[src/rtl/tcs_pkg.sv]
package tcs_pkg;
    localparam int TMR_W   = 16;
    localparam int RES_W   = 10;
    localparam int CHAN_W  = 4;
    localparam int MODE_W  = 4;
    localparam int ADDR_W  = 3;
    localparam int NUM_TMR = 2;
    localparam logic [MODE_W-1:0] MODE_SPECIAL = 4'b1011;

    typedef enum logic [ADDR_W-1:0] {
        A_CMP  = 3'd0,
        A_MODE = 3'd1,
        A_CTRL = 3'd2,
        A_RES  = 3'd3,
        A_STAT = 3'd4,
        A_TMRA = 3'd5,
        A_TMRB = 3'd6
    } addr_e;
endpackage

[src/rtl/tcs_timers.sv]
module tcs_timers #(
    parameter  int W  = 16,
    parameter  int N  = 2,
    localparam int SW = (N > 1) ? $clog2(N) : 1
) (
    input  logic                clk,
    input  logic                rst_n,
    input  logic                clr_i,
    input  logic [SW-1:0]       sel_i,
    output logic [N-1:0][W-1:0] cnt_o
);
    typedef struct packed {
        logic [N-1:0][W-1:0] cnt;
    } tmr_s;

    tmr_s tmr_d, tmr_q;

    always_comb begin
        tmr_d = tmr_q;
        for (int i = 0; i < N; i++) begin
            if (clr_i && (sel_i == SW'(i))) begin
                tmr_d.cnt[i] = '0;
            end else begin
                tmr_d.cnt[i] = tmr_q.cnt[i] + W'(1);
            end
        end
    end

    always_ff @(posedge clk or negedge rst_n) begin
        if (!rst_n) tmr_q <= '0;
        else        tmr_q <= tmr_d;
    end

    assign cnt_o = tmr_q.cnt;

    for (genvar g = 0; g < N; g++) begin : g_chk
        AST_SEL_CLEARED: assert property (@(posedge clk) disable iff (!rst_n)
            (clr_i && sel_i == SW'(g)) |=> (tmr_q.cnt[g] == '0));
        AST_OTHER_RUNS: assert property (@(posedge clk) disable iff (!rst_n)
            !(clr_i && sel_i == SW'(g)) |=> (tmr_q.cnt[g] == $past(tmr_q.cnt[g]) + W'(1)));
    end
endmodule

[src/rtl/tcs_regs.sv]
module tcs_regs
    import tcs_pkg::*;
#(
    parameter  int TW = TMR_W,
    parameter  int RW = RES_W,
    parameter  int CW = CHAN_W,
    parameter  int MW = MODE_W,
    parameter  int AW = ADDR_W,
    localparam int KW = CW + 2
) (
    input  logic                clk,
    input  logic                rst_n,
    input  logic                wr_en,
    input  logic [AW-1:0]       wr_addr,
    input  logic [TW-1:0]       wr_data,
    input  logic [AW-1:0]       rd_addr,
    input  logic [KW-1:0]       ctrl_word_i,
    input  logic [RW-1:0]       result_i,
    input  logic                irq_i,
    input  logic [1:0][TW-1:0]  tmr_i,
    output logic [TW-1:0]       rd_data,
    output logic [TW-1:0]       cmp_o,
    output logic [MW-1:0]       mode_o,
    output logic                sel_o,
    output logic                wr_ctrl_o,
    output logic                wr_stat_o
);
    typedef struct packed {
        logic [TW-1:0] cmp;
        logic [MW-1:0] mode;
        logic          sel;
    } regs_s;

    regs_s reg_d, reg_q;

    always_comb begin
        reg_d = reg_q;
        if (wr_en && wr_addr == A_CMP) begin
            reg_d.cmp = wr_data;
        end
        if (wr_en && wr_addr == A_MODE) begin
            reg_d.mode = wr_data[MW-1:0];
            reg_d.sel  = wr_data[MW];
        end
    end

    always_ff @(posedge clk or negedge rst_n) begin
        if (!rst_n) reg_q <= '0;
        else        reg_q <= reg_d;
    end

    always_comb begin
        rd_data = '0;
        case (rd_addr)
            A_CMP:   rd_data = reg_q.cmp;
            A_MODE:  rd_data = TW'({reg_q.sel, reg_q.mode});
            A_CTRL:  rd_data = TW'(ctrl_word_i);
            A_RES:   rd_data = TW'(result_i);
            A_STAT:  rd_data = TW'(irq_i);
            A_TMRA:  rd_data = tmr_i[0];
            A_TMRB:  rd_data = tmr_i[1];
            default: rd_data = '0;
        endcase
    end

    assign cmp_o     = reg_q.cmp;
    assign mode_o    = reg_q.mode;
    assign sel_o     = reg_q.sel;
    assign wr_ctrl_o = wr_en && (wr_addr == A_CTRL);
    assign wr_stat_o = wr_en && (wr_addr == A_STAT);

    AST_MODE_STEADY: assert property (@(posedge clk) disable iff (!rst_n)
        !(wr_en && wr_addr == A_MODE) |=> $stable(reg_q.mode));
endmodule

[src/rtl/tcs_conv_ctrl.sv]
module tcs_conv_ctrl
    import tcs_pkg::*;
#(
    parameter  int RW = RES_W,
    parameter  int CW = CHAN_W,
    localparam int KW = CW + 2
) (
    input  logic          clk,
    input  logic          rst_n,
    input  logic          trig_i,
    input  logic          wr_ctrl_i,
    input  logic          wr_stat_i,
    input  logic [KW-1:0] wdata_i,
    input  logic          done_i,
    input  logic [RW-1:0] result_i,
    output logic          start_o,
    output logic [CW-1:0] chan_o,
    output logic [KW-1:0] ctrl_word_o,
    output logic [RW-1:0] result_o,
    output logic          irq_o
);
    typedef struct packed {
        logic [CW-1:0] chan;
        logic          go;
        logic          en;
        logic          start;
        logic [RW-1:0] result;
        logic          irq;
    } conv_s;

    conv_s cv_d, cv_q;
    logic  sw_go;
    logic  finish;

    always_comb begin
        cv_d       = cv_q;
        cv_d.start = 1'b0;
        sw_go      = wr_ctrl_i && wdata_i[1];
        finish     = cv_q.go && done_i;

        if (wr_ctrl_i) begin
            cv_d.chan = wdata_i[KW-1:2];
            cv_d.en   = wdata_i[0];
        end

        if (wr_stat_i && wdata_i[0]) begin
            cv_d.irq = 1'b0;
        end

        if (finish) begin
            cv_d.go     = 1'b0;
            cv_d.result = result_i;
            cv_d.irq    = 1'b1;
        end else if (!cv_q.go && cv_d.en && (trig_i || sw_go)) begin
            cv_d.go    = 1'b1;
            cv_d.start = 1'b1;
        end
    end

    always_ff @(posedge clk or negedge rst_n) begin
        if (!rst_n) cv_q <= '0;
        else        cv_q <= cv_d;
    end

    assign start_o     = cv_q.start;
    assign chan_o      = cv_q.chan;
    assign ctrl_word_o = {cv_q.chan, cv_q.go, cv_q.en};
    assign result_o    = cv_q.result;
    assign irq_o       = cv_q.irq;

    AST_START_NEEDS_EN: assert property (@(posedge clk) disable iff (!rst_n)
        cv_q.start |-> (cv_q.en && cv_q.go));
    AST_GO_HELD: assert property (@(posedge clk) disable iff (!rst_n)
        (cv_q.go && !done_i) |=> cv_q.go);
    AST_DONE_CLEARS_GO: assert property (@(posedge clk) disable iff (!rst_n)
        (cv_q.go && done_i) |=> (!cv_q.go && cv_q.irq && cv_q.result == $past(result_i)));
    AST_NO_RESTART_BUSY: assert property (@(posedge clk) disable iff (!rst_n)
        cv_q.go |=> !cv_q.start);
    AST_IRQ_STICKY: assert property (@(posedge clk) disable iff (!rst_n)
        (cv_q.irq && !(wr_stat_i && wdata_i[0])) |=> cv_q.irq);
endmodule

[src/rtl/trig_conv_unit.sv]
module trig_conv_unit
    import tcs_pkg::*;
#(
    parameter  int TW = TMR_W,
    parameter  int RW = RES_W,
    parameter  int CW = CHAN_W,
    parameter  int MW = MODE_W,
    parameter  int AW = ADDR_W,
    localparam int KW = CW + 2
) (
    input  logic          clk,
    input  logic          rst_n,
    input  logic          wr_en,
    input  logic [AW-1:0] wr_addr,
    input  logic [TW-1:0] wr_data,
    input  logic [AW-1:0] rd_addr,
    output logic [TW-1:0] rd_data,
    output logic          conv_start_o,
    output logic [CW-1:0] conv_chan_o,
    input  logic          conv_done_i,
    input  logic [RW-1:0] conv_result_i,
    output logic          irq_o
);
    logic [NUM_TMR-1:0][TW-1:0] tmr;
    logic [TW-1:0]              cmp;
    logic [MW-1:0]              mode;
    logic                       sel;
    logic                       wr_ctrl;
    logic                       wr_stat;
    logic [KW-1:0]              ctrl_word;
    logic [RW-1:0]              result;
    logic                       trig;

    assign trig = (mode == MODE_SPECIAL) && (tmr[sel] == cmp);

    tcs_timers #(.W(TW), .N(NUM_TMR)) u_timers (
        .clk   (clk),
        .rst_n (rst_n),
        .clr_i (trig),
        .sel_i (sel),
        .cnt_o (tmr)
    );

    tcs_regs #(.TW(TW), .RW(RW), .CW(CW), .MW(MW), .AW(AW)) u_regs (
        .clk         (clk),
        .rst_n       (rst_n),
        .wr_en       (wr_en),
        .wr_addr     (wr_addr),
        .wr_data     (wr_data),
        .rd_addr     (rd_addr),
        .ctrl_word_i (ctrl_word),
        .result_i    (result),
        .irq_i       (irq_o),
        .tmr_i       (tmr),
        .rd_data     (rd_data),
        .cmp_o       (cmp),
        .mode_o      (mode),
        .sel_o       (sel),
        .wr_ctrl_o   (wr_ctrl),
        .wr_stat_o   (wr_stat)
    );

    tcs_conv_ctrl #(.RW(RW), .CW(CW)) u_conv (
        .clk         (clk),
        .rst_n       (rst_n),
        .trig_i      (trig),
        .wr_ctrl_i   (wr_ctrl),
        .wr_stat_i   (wr_stat),
        .wdata_i     (wr_data[KW-1:0]),
        .done_i      (conv_done_i),
        .result_i    (conv_result_i),
        .start_o     (conv_start_o),
        .chan_o      (conv_chan_o),
        .ctrl_word_o (ctrl_word),
        .result_o    (result),
        .irq_o       (irq_o)
    );

    AST_TRIG_NOT_IN_OTHER_MODES: assert property (@(posedge clk) disable iff (!rst_n)
        (mode != MODE_SPECIAL) |=> !conv_start_o || $past(wr_ctrl));
endmodule

[config.mk]
export PLATFORM = sky130hd
export DESIGN_NAME = trig_conv_unit
export DESIGN_NICKNAME = d
export VERILOG_FILES = /design/src/rtl/tcs_pkg.sv /design/src/rtl/tcs_timers.sv /design/src/rtl/tcs_regs.sv /design/src/rtl/tcs_conv_ctrl.sv /design/src/rtl/trig_conv_unit.sv
export SDC_FILE = /design/constraint.sdc
export NUM_CORES = 1
export LEC_CHECK = 0
export CORE_MARGIN = 2
export CORE_UTILIZATION = 49
export CTS_CLUSTER_DIAMETER = 100
export DETAILED_ROUTE_END_ITERATION = 8
export HOLD_SLACK_MARGIN = 0.12
export PLACE_DENSITY_LB_ADDON = 0.1
export SYNTH_ARGS = -nofsm -noshare
export SYNTH_HDL_FRONTEND = slang
export SYNTH_SLANG_ARGS = --single-unit
[constraint.sdc]
create_clock -name clk -period 1.92 [get_ports clk]
set_input_delay 0.384 -clock clk [delete_from_list [all_inputs] [get_ports clk]]
set_output_delay 0.384 -clock clk [all_outputs]
set_load 0.02 [all_outputs]
Word level (Yosys, flattened, before mapping)
Cells that the tools add are included.
{"block": "op_classes", "add_sub_neg": 2, "n_bitwise": 1, "magnitude_cmp": 1, "muxes": 12, "reduce_logical": 18, "eq_ne": 11}
{"op": "16-bit one-hot mux with 7 select lines", "n": 1}
{"op": "16-bit two-way mux", "n": 4}
{"op": "16-bit by 1-bit adder with 16-bit output, second input constant", "n": 2}
{"op": "16-bit equality test", "n": 1}
{"op": "3-bit equality test, second input constant", "n": 4}
{"op": "1-bit logical AND", "n": 12}
{"op": "3-bit by 2-bit equality test with 1-bit output, second input constant", "n": 3}
{"op": "1-bit two-way mux", "n": 7}
{"op": "3-bit by 1-bit equality test with 1-bit output, second input constant", "n": 2}
{"op": "3-bit logical NOT", "n": 2}
{"op": "4-bit equality test, second input constant", "n": 1}
{"op": "2-bit nonzero test", "n": 2}
{"op": "1-bit by 2-bit less-than comparator with 1-bit output, second input constant", "n": 1}
{"op": "1-bit logical NOT", "n": 1}
{"op": "1-bit logical OR", "n": 1}
{"op": "1-bit inverter", "n": 1}
{"block": "totals", "input_bits": 36, "ff_bits": 71, "output_inout_bits": 22}

Logic depth before layout (Yosys ltp)
{"block": "depth", "depth_word": 8, "mapped_depth": 8}

Hierarchy
Synthesis repeated with hierarchy kept, for this count alone.
{"block": "unflattened", "cells_unflattened": 371, "hier_area_um2": 4047.6}
{"mod": "tcs_timers", "n_inst": 1, "area_each_um2": 1540.2, "cells_each": 159}
{"mod": "tcs_regs", "n_inst": 1, "area_each_um2": 1375.1, "cells_each": 124}
{"mod": "tcs_conv_ctrl", "n_inst": 1, "area_each_um2": 750.7, "cells_each": 47}
{"mod": "trig_conv_unit", "n_inst": 1, "area_each_um2": 381.6, "cells_each": 41}

Worst setup path after synthesis
OpenSTA, ideal clock, no wires.
{"block": "synth_timing", "path_kind": "input port to output port", "startpoint": "input rd_addr[2]", "endpoint": "output rd_data[10]", "path_slack_ns": -0.236, "arrival_time_ns": 1.772, "stages": 5, "n_path_buf": 2, "cell_sequence": "clkbuf_1 -> clkbuf_1 -> nor2_1 -> a22oi_1 -> o21ai_0"}
{"block": "synth_between", "elab_chain_len": 2, "elab_cells_between_ends": 8, "cone_classes": "eq/ne: 6; mux: 1; reduce/logical: 1"}
{"item": "start: declaration", "line": "trig_conv_unit.sv:16", "source": "input logic [AW-1:0] rd_addr,"}
{"item": "3-bit equality test, or another cell as far along", "line": "tcs_regs.sv:54", "source": "case (rd_addr)"}
{"item": "16-bit one-hot mux with 7 select lines *", "line": "tcs_regs.sv:54"}
{"item": "end: declaration", "line": "trig_conv_unit.sv:17", "source": "output logic [TW-1:0] rd_data,"}
Every way passes the cells marked *; elsewhere a longest branch is shown, timed or not.

Worst setup path in the final report
{"block": "layout_timing", "startpoint": "register u_regs.reg_q[0], in the netlist u_regs.sel_o", "endpoint": "register u_conv.cv_q (netlist bit u_conv.ctrl_word_o[1])"}
{"block": "layout_between", "elab_chain_len": 7}
{"item": "start: declaration", "line": "tcs_regs.sv:34", "source": "regs_s reg_d, reg_q;"}
{"item": "start signal: assignment", "line": "tcs_regs.sv:49", "source": "else reg_q <= reg_d;"}
{"item": "16-bit two-way mux (not written as such) (2 in a row)", "line": "trig_conv_unit.sv:34", "source": "assign trig = (mode == MODE_SPECIAL) && (tmr[sel] == cmp);"}
{"item": "16-bit equality test", "line": "trig_conv_unit.sv:34"}
{"item": "1-bit logical AND", "line": "trig_conv_unit.sv:34"}
{"item": "1-bit logical OR", "line": "tcs_conv_ctrl.sv:54", "source": "end else if (!cv_q.go && cv_d.en && (trig_i || sw_go)) begin"}
{"item": "1-bit logical AND", "line": "tcs_conv_ctrl.sv:54"}
{"item": "2-bit nonzero test (no line)"}
{"item": "end signal: assignment", "line": "tcs_conv_ctrl.sv:62", "source": "else cv_q <= cv_d;"}
{"item": "end: declaration", "line": "tcs_conv_ctrl.sv:31", "source": "conv_s cv_d, cv_q;"}
Every way passes these cells. The select of a mux whose other input is x is not followed.
A chain may end at the register's enable or synchronous reset.

==> impl_metrics.ini <==
[grt]
met2_usage = 0.395
grt_max_degree = 72
grt_usage = 0.258
antenna_found_initial = 0
grt_pass1_vias = 3333
grt_overflow_total = 0
busiest_layer = met2
use_met1 = 0.379
grt_pass1_wl_um = 17300
grt_use_met3 = 0.0369

[logic_synthesis]
synth.cell_area_um2 = 3950
synthFlopType = dfrtp_1
ys_warn_count = 0
yosysMostFrequentCell = dfrtp_1
synth_seq_cells = 71
synth_edf_count = 0
synth_top_cell_by_area = dfrtp_1
synthTopCellsByArea = dfrtp_1 (45%), mux2_2 (11%), mux2i_1 (5.6%)
yosysUniqueCellTypes = 39
postSynthAreaPerCell_um2 = 10.7
async_flop_share = 1.00
syn_nets = 409
ys_seq_area_frac = 0.450
netlist.area_leader.share = 0.450
yosys-top-cells-count = dfrtp_1 (71), a21oi_1 (43), mux2_2 (38)
postSynthCellCount = 371

[critical_path]
cp_max_fo = 8
cp-start-kind = flop
endpoint_kind = flop
worst-setup-path-type = reg2reg
critical_path.max_stage_delay_ns = 0.44
crit_chain = buf_12 > mux2i_4 > xor2_2 > nand4_1 > nor4_4 > buf_6 > buf_8 > a21bo_2
path_buf_inv = 3
cp.required_ns = 2.20
arrival_ns = 2.38
path_delay_family = simple AND/OR/NAND/NOR gates
crit_slowest_cell = dfrtp_2

[finish]
n_antenna_cell = 0
syn_to_final_growth_pct = 42.0
fin_util = 0.722
fillCellCount = 588
nets = 525
drive_above_1_share = 0.409
design_area_um2 = 5610

[clock_network]
cts_tree = yes
numCtsBuffers = 9
clk_pin_slew_worst_paths_ns = 0.07
cts_sinks = 71
worstSkewPairLatency_ns = 0.35
htree_levels = 3
clockRootBuffer = clkbuf_8
clk_path_buf_depth = 2

[place]
gp_congestion = 0.860
placed_area_um2 = 5040
place_hpwl_um = 7630
portBuffers = 57

[power_and_ir_drop]
vdd_drop_max_mv = 0.497
p_comb_frac = 0.302
p_switching_w = 0.00148
pwr-share-clk = 0.258
power_frac_seq = 0.440
p_leak_nw = 2.34
powerDensity_nw_per_um2 = 822
internal_power_w = 0.00313
netSwitchingFraction = 0.321

[detailed_routing]
vias = 3276
drc = 0
wirelength_um = 10900
detail-route-antenna-nets = 0
wl_per_cell_um = 18.3
drtIter0Drc = 191
vias_per_cell = 5.52
dr.pass1.iters = 4

[timing]
slew_headroom = 0.744
worst-slew-pin-transition_ns = 0.380
slew_viol_final = 0
post-route-min-period_ns = 2.10
timing.fmax_mhz = 476
setup_viol = 35
hold_viol = 0
rsz0062_at_grt = yes
finalClockSkew_ns = 0.00993
setup_ws_ns = -0.182
fin_crit_sh = 1.09

[floorplan]
num_io_pins = 58
die_x_um = 93.8
core_um2 = 7770
initial_utilization = 0.509
die_h_um = 93.8
die-area_um2 = 8800
rows = 32

[flow_run]
cap_viol_max_count = 0

[outcome]
violations = negative setup slack
status = complete, but fails checks

[hold_path]
hold_path.class = reg2reg
[cell type report]
| type | count | area (um2) | area share |
|---|---|---|---|
| timing repair buffer | 128 | 1210 | 0.216 |
| sequential | 71 | 1780 | 0.317 |
| tap | 102 | 128 | 0.0227 |
| clock buffer | 12 | 145 | 0.0259 |
| clock inverter | 4 | 45.0 | 0.00803 |
| multi-input combinational | 268 | 2270 | 0.404 |
| inverter | 9 | 33.8 | 0.00602 |
[power by group through the flow]
stage | clock, W | combinational, W | sequential [W]
floorplan | 0 | 0.000737 | 0.00195
global placement | 0 | 0.00122 | 0.00203
detailed placement | 0 | 0.00125 | 0.00203
CTS | 0.00120 | 0.00127 | 0.00202
global route | 0.00127 | 0.00150 | 0.00205
finish | 0.00119 | 0.00139 | 0.00203
[per-layer routing]
metal / wire length (um) / share of wire / up-vias
met3: 501 / 0.046 / 12
met1: 5230 / 0.48 / 1617
li1: - / - / 1560
met4: 142 / 0.013 / 0
met5: 0 / 0 / -
met2: 5000 / 0.46 / 87
[path summary, 6_finish.rpt]
path                                    start                    end  slack [ns]  cells past startpoint
max reg2reg                      u_regs.sel_o  u_conv.ctrl_word_o[1]       -0.18                      8
min                        u_conv.result_o[3]     u_conv.result_o[3]        0.51                      1
min reg2reg                u_conv.result_o[3]     u_conv.result_o[3]        0.51                      1
min in group asynchronous               rst_n     u_timers.cnt_o[20]        0.59                      3
max                              u_regs.sel_o  u_conv.ctrl_word_o[1]       -0.18                      8
max in group asynchronous               rst_n     u_timers.cnt_o[15]        1.02                      3
[state kept, by name (all words and copies together), names as in the netlist]
name                flops
u_conv.irq_o            1
u_conv.chan_o           4
u_conv.result_o        10
u_regs.mode_o           4
u_regs.cmp_o           16
u_timers.cnt_o         32
u_regs.sel_o            1
u_conv.start_o          1
u_conv.ctrl_word_o      2
[layout by cell type (no fill, tap or decap), types with 2 or more instances in the layout]
cell type | Yosys | layout
buf_4 | 4 | 57
nor3_1 | 6 | 5
dfrtp_1 | 71 | 70
a221oi_2 | 0 | 8
xor2_1 | 22 | 21
clkdlybuf4s50_1 | 0 | 37
and4_1 | 2 | 2
clkinv_2 | 0 | 3
mux2i_1 | 22 | 18
inv_1 | 9 | 9
and2_1 | 3 | 2
nor2_1 | 18 | 15
buf_2 | 3 | 10
nor2_2 | 0 | 2
buf_6 | 4 | 10
nand3_1 | 11 | 11
ha_1 | 2 | 2
xnor2_1 | 22 | 22
mux2_2 | 38 | 38
a21oi_2 | 1 | 25
mux2i_4 | 0 | 3
nand2_1 | 19 | 19
nand4_1 | 8 | 8
o21ai_1 | 0 | 7
and2_4 | 0 | 2
a22oi_2 | 0 | 5
a21oi_1 | 43 | 19
nor2b_1 | 4 | 3
buf_8 | 1 | 3
a22oi_1 | 13 | 8
nor3_4 | 0 | 2
clkbuf_8 | 0 | 10
buf_12 | 0 | 6
and4b_1 | 2 | 2
clkbuf_1 | 11 | 2
[kinds of logic (layout without fill, tap and decap cells)]
| kind of cell | Yosys count | in the layout | share of synthesized area |
|---|---|---|---|
| xor gates and xnor gates | 44 | 44 | 0.0975 |
| muxes | 61 | 61 | 0.170 |
| buffers and inverters | 32 | 153 | 0.0456 |
| AOI/OAI and AO/OA | 78 | 78 | 0.120 |
| DFF | 71 | 71 | 0.450 |
| and+or+nand+nor | 83 | 83 | 0.112 |
| adders and majority gates | 2 | 2 | 0.00633 |
[repair_timing]
action                                 CTS  global route
setup endpoints to repair               50            44
gates cloned                             2             4
gates resized for setup                 98            53
pin swaps                                3             9
setup buffers                            1             9
endpoints found under the hold margin   71             0
hold buffers                             1             0
[worst register-to-register path: cells and delay by family (launching register included)]
family | cells | cell delay, ns
AND/OR/NAND/NOR | 2 | 0.54
buffers and inverters | 3 | 0.48
flip-flops | 1 | 0.44
multiplexers | 1 | 0.25
XOR/XNOR | 1 | 0.19
AO/OA/AOI/OAI | 1 | 0.14
[metrics by stage]
step	setup WS, ns	setup TNS [ns]	hold slack [ns]	total power [W]	cells
finish	-0.182	-4.17	0.512	0.00461	594
global route	-0.282	-7.66	0.541	0.00482	594
CTS	-0.123	-3.21	0.514	0.00449	581
detailed placement	-0.728	-16.71	0.435	0.00328	561
global placement	-0.728	-15.64	0.444	0.00325	561
floorplan	-0.0762	-1.82	0.0884	0.00268	371
(Power assumes the default switching activity.)
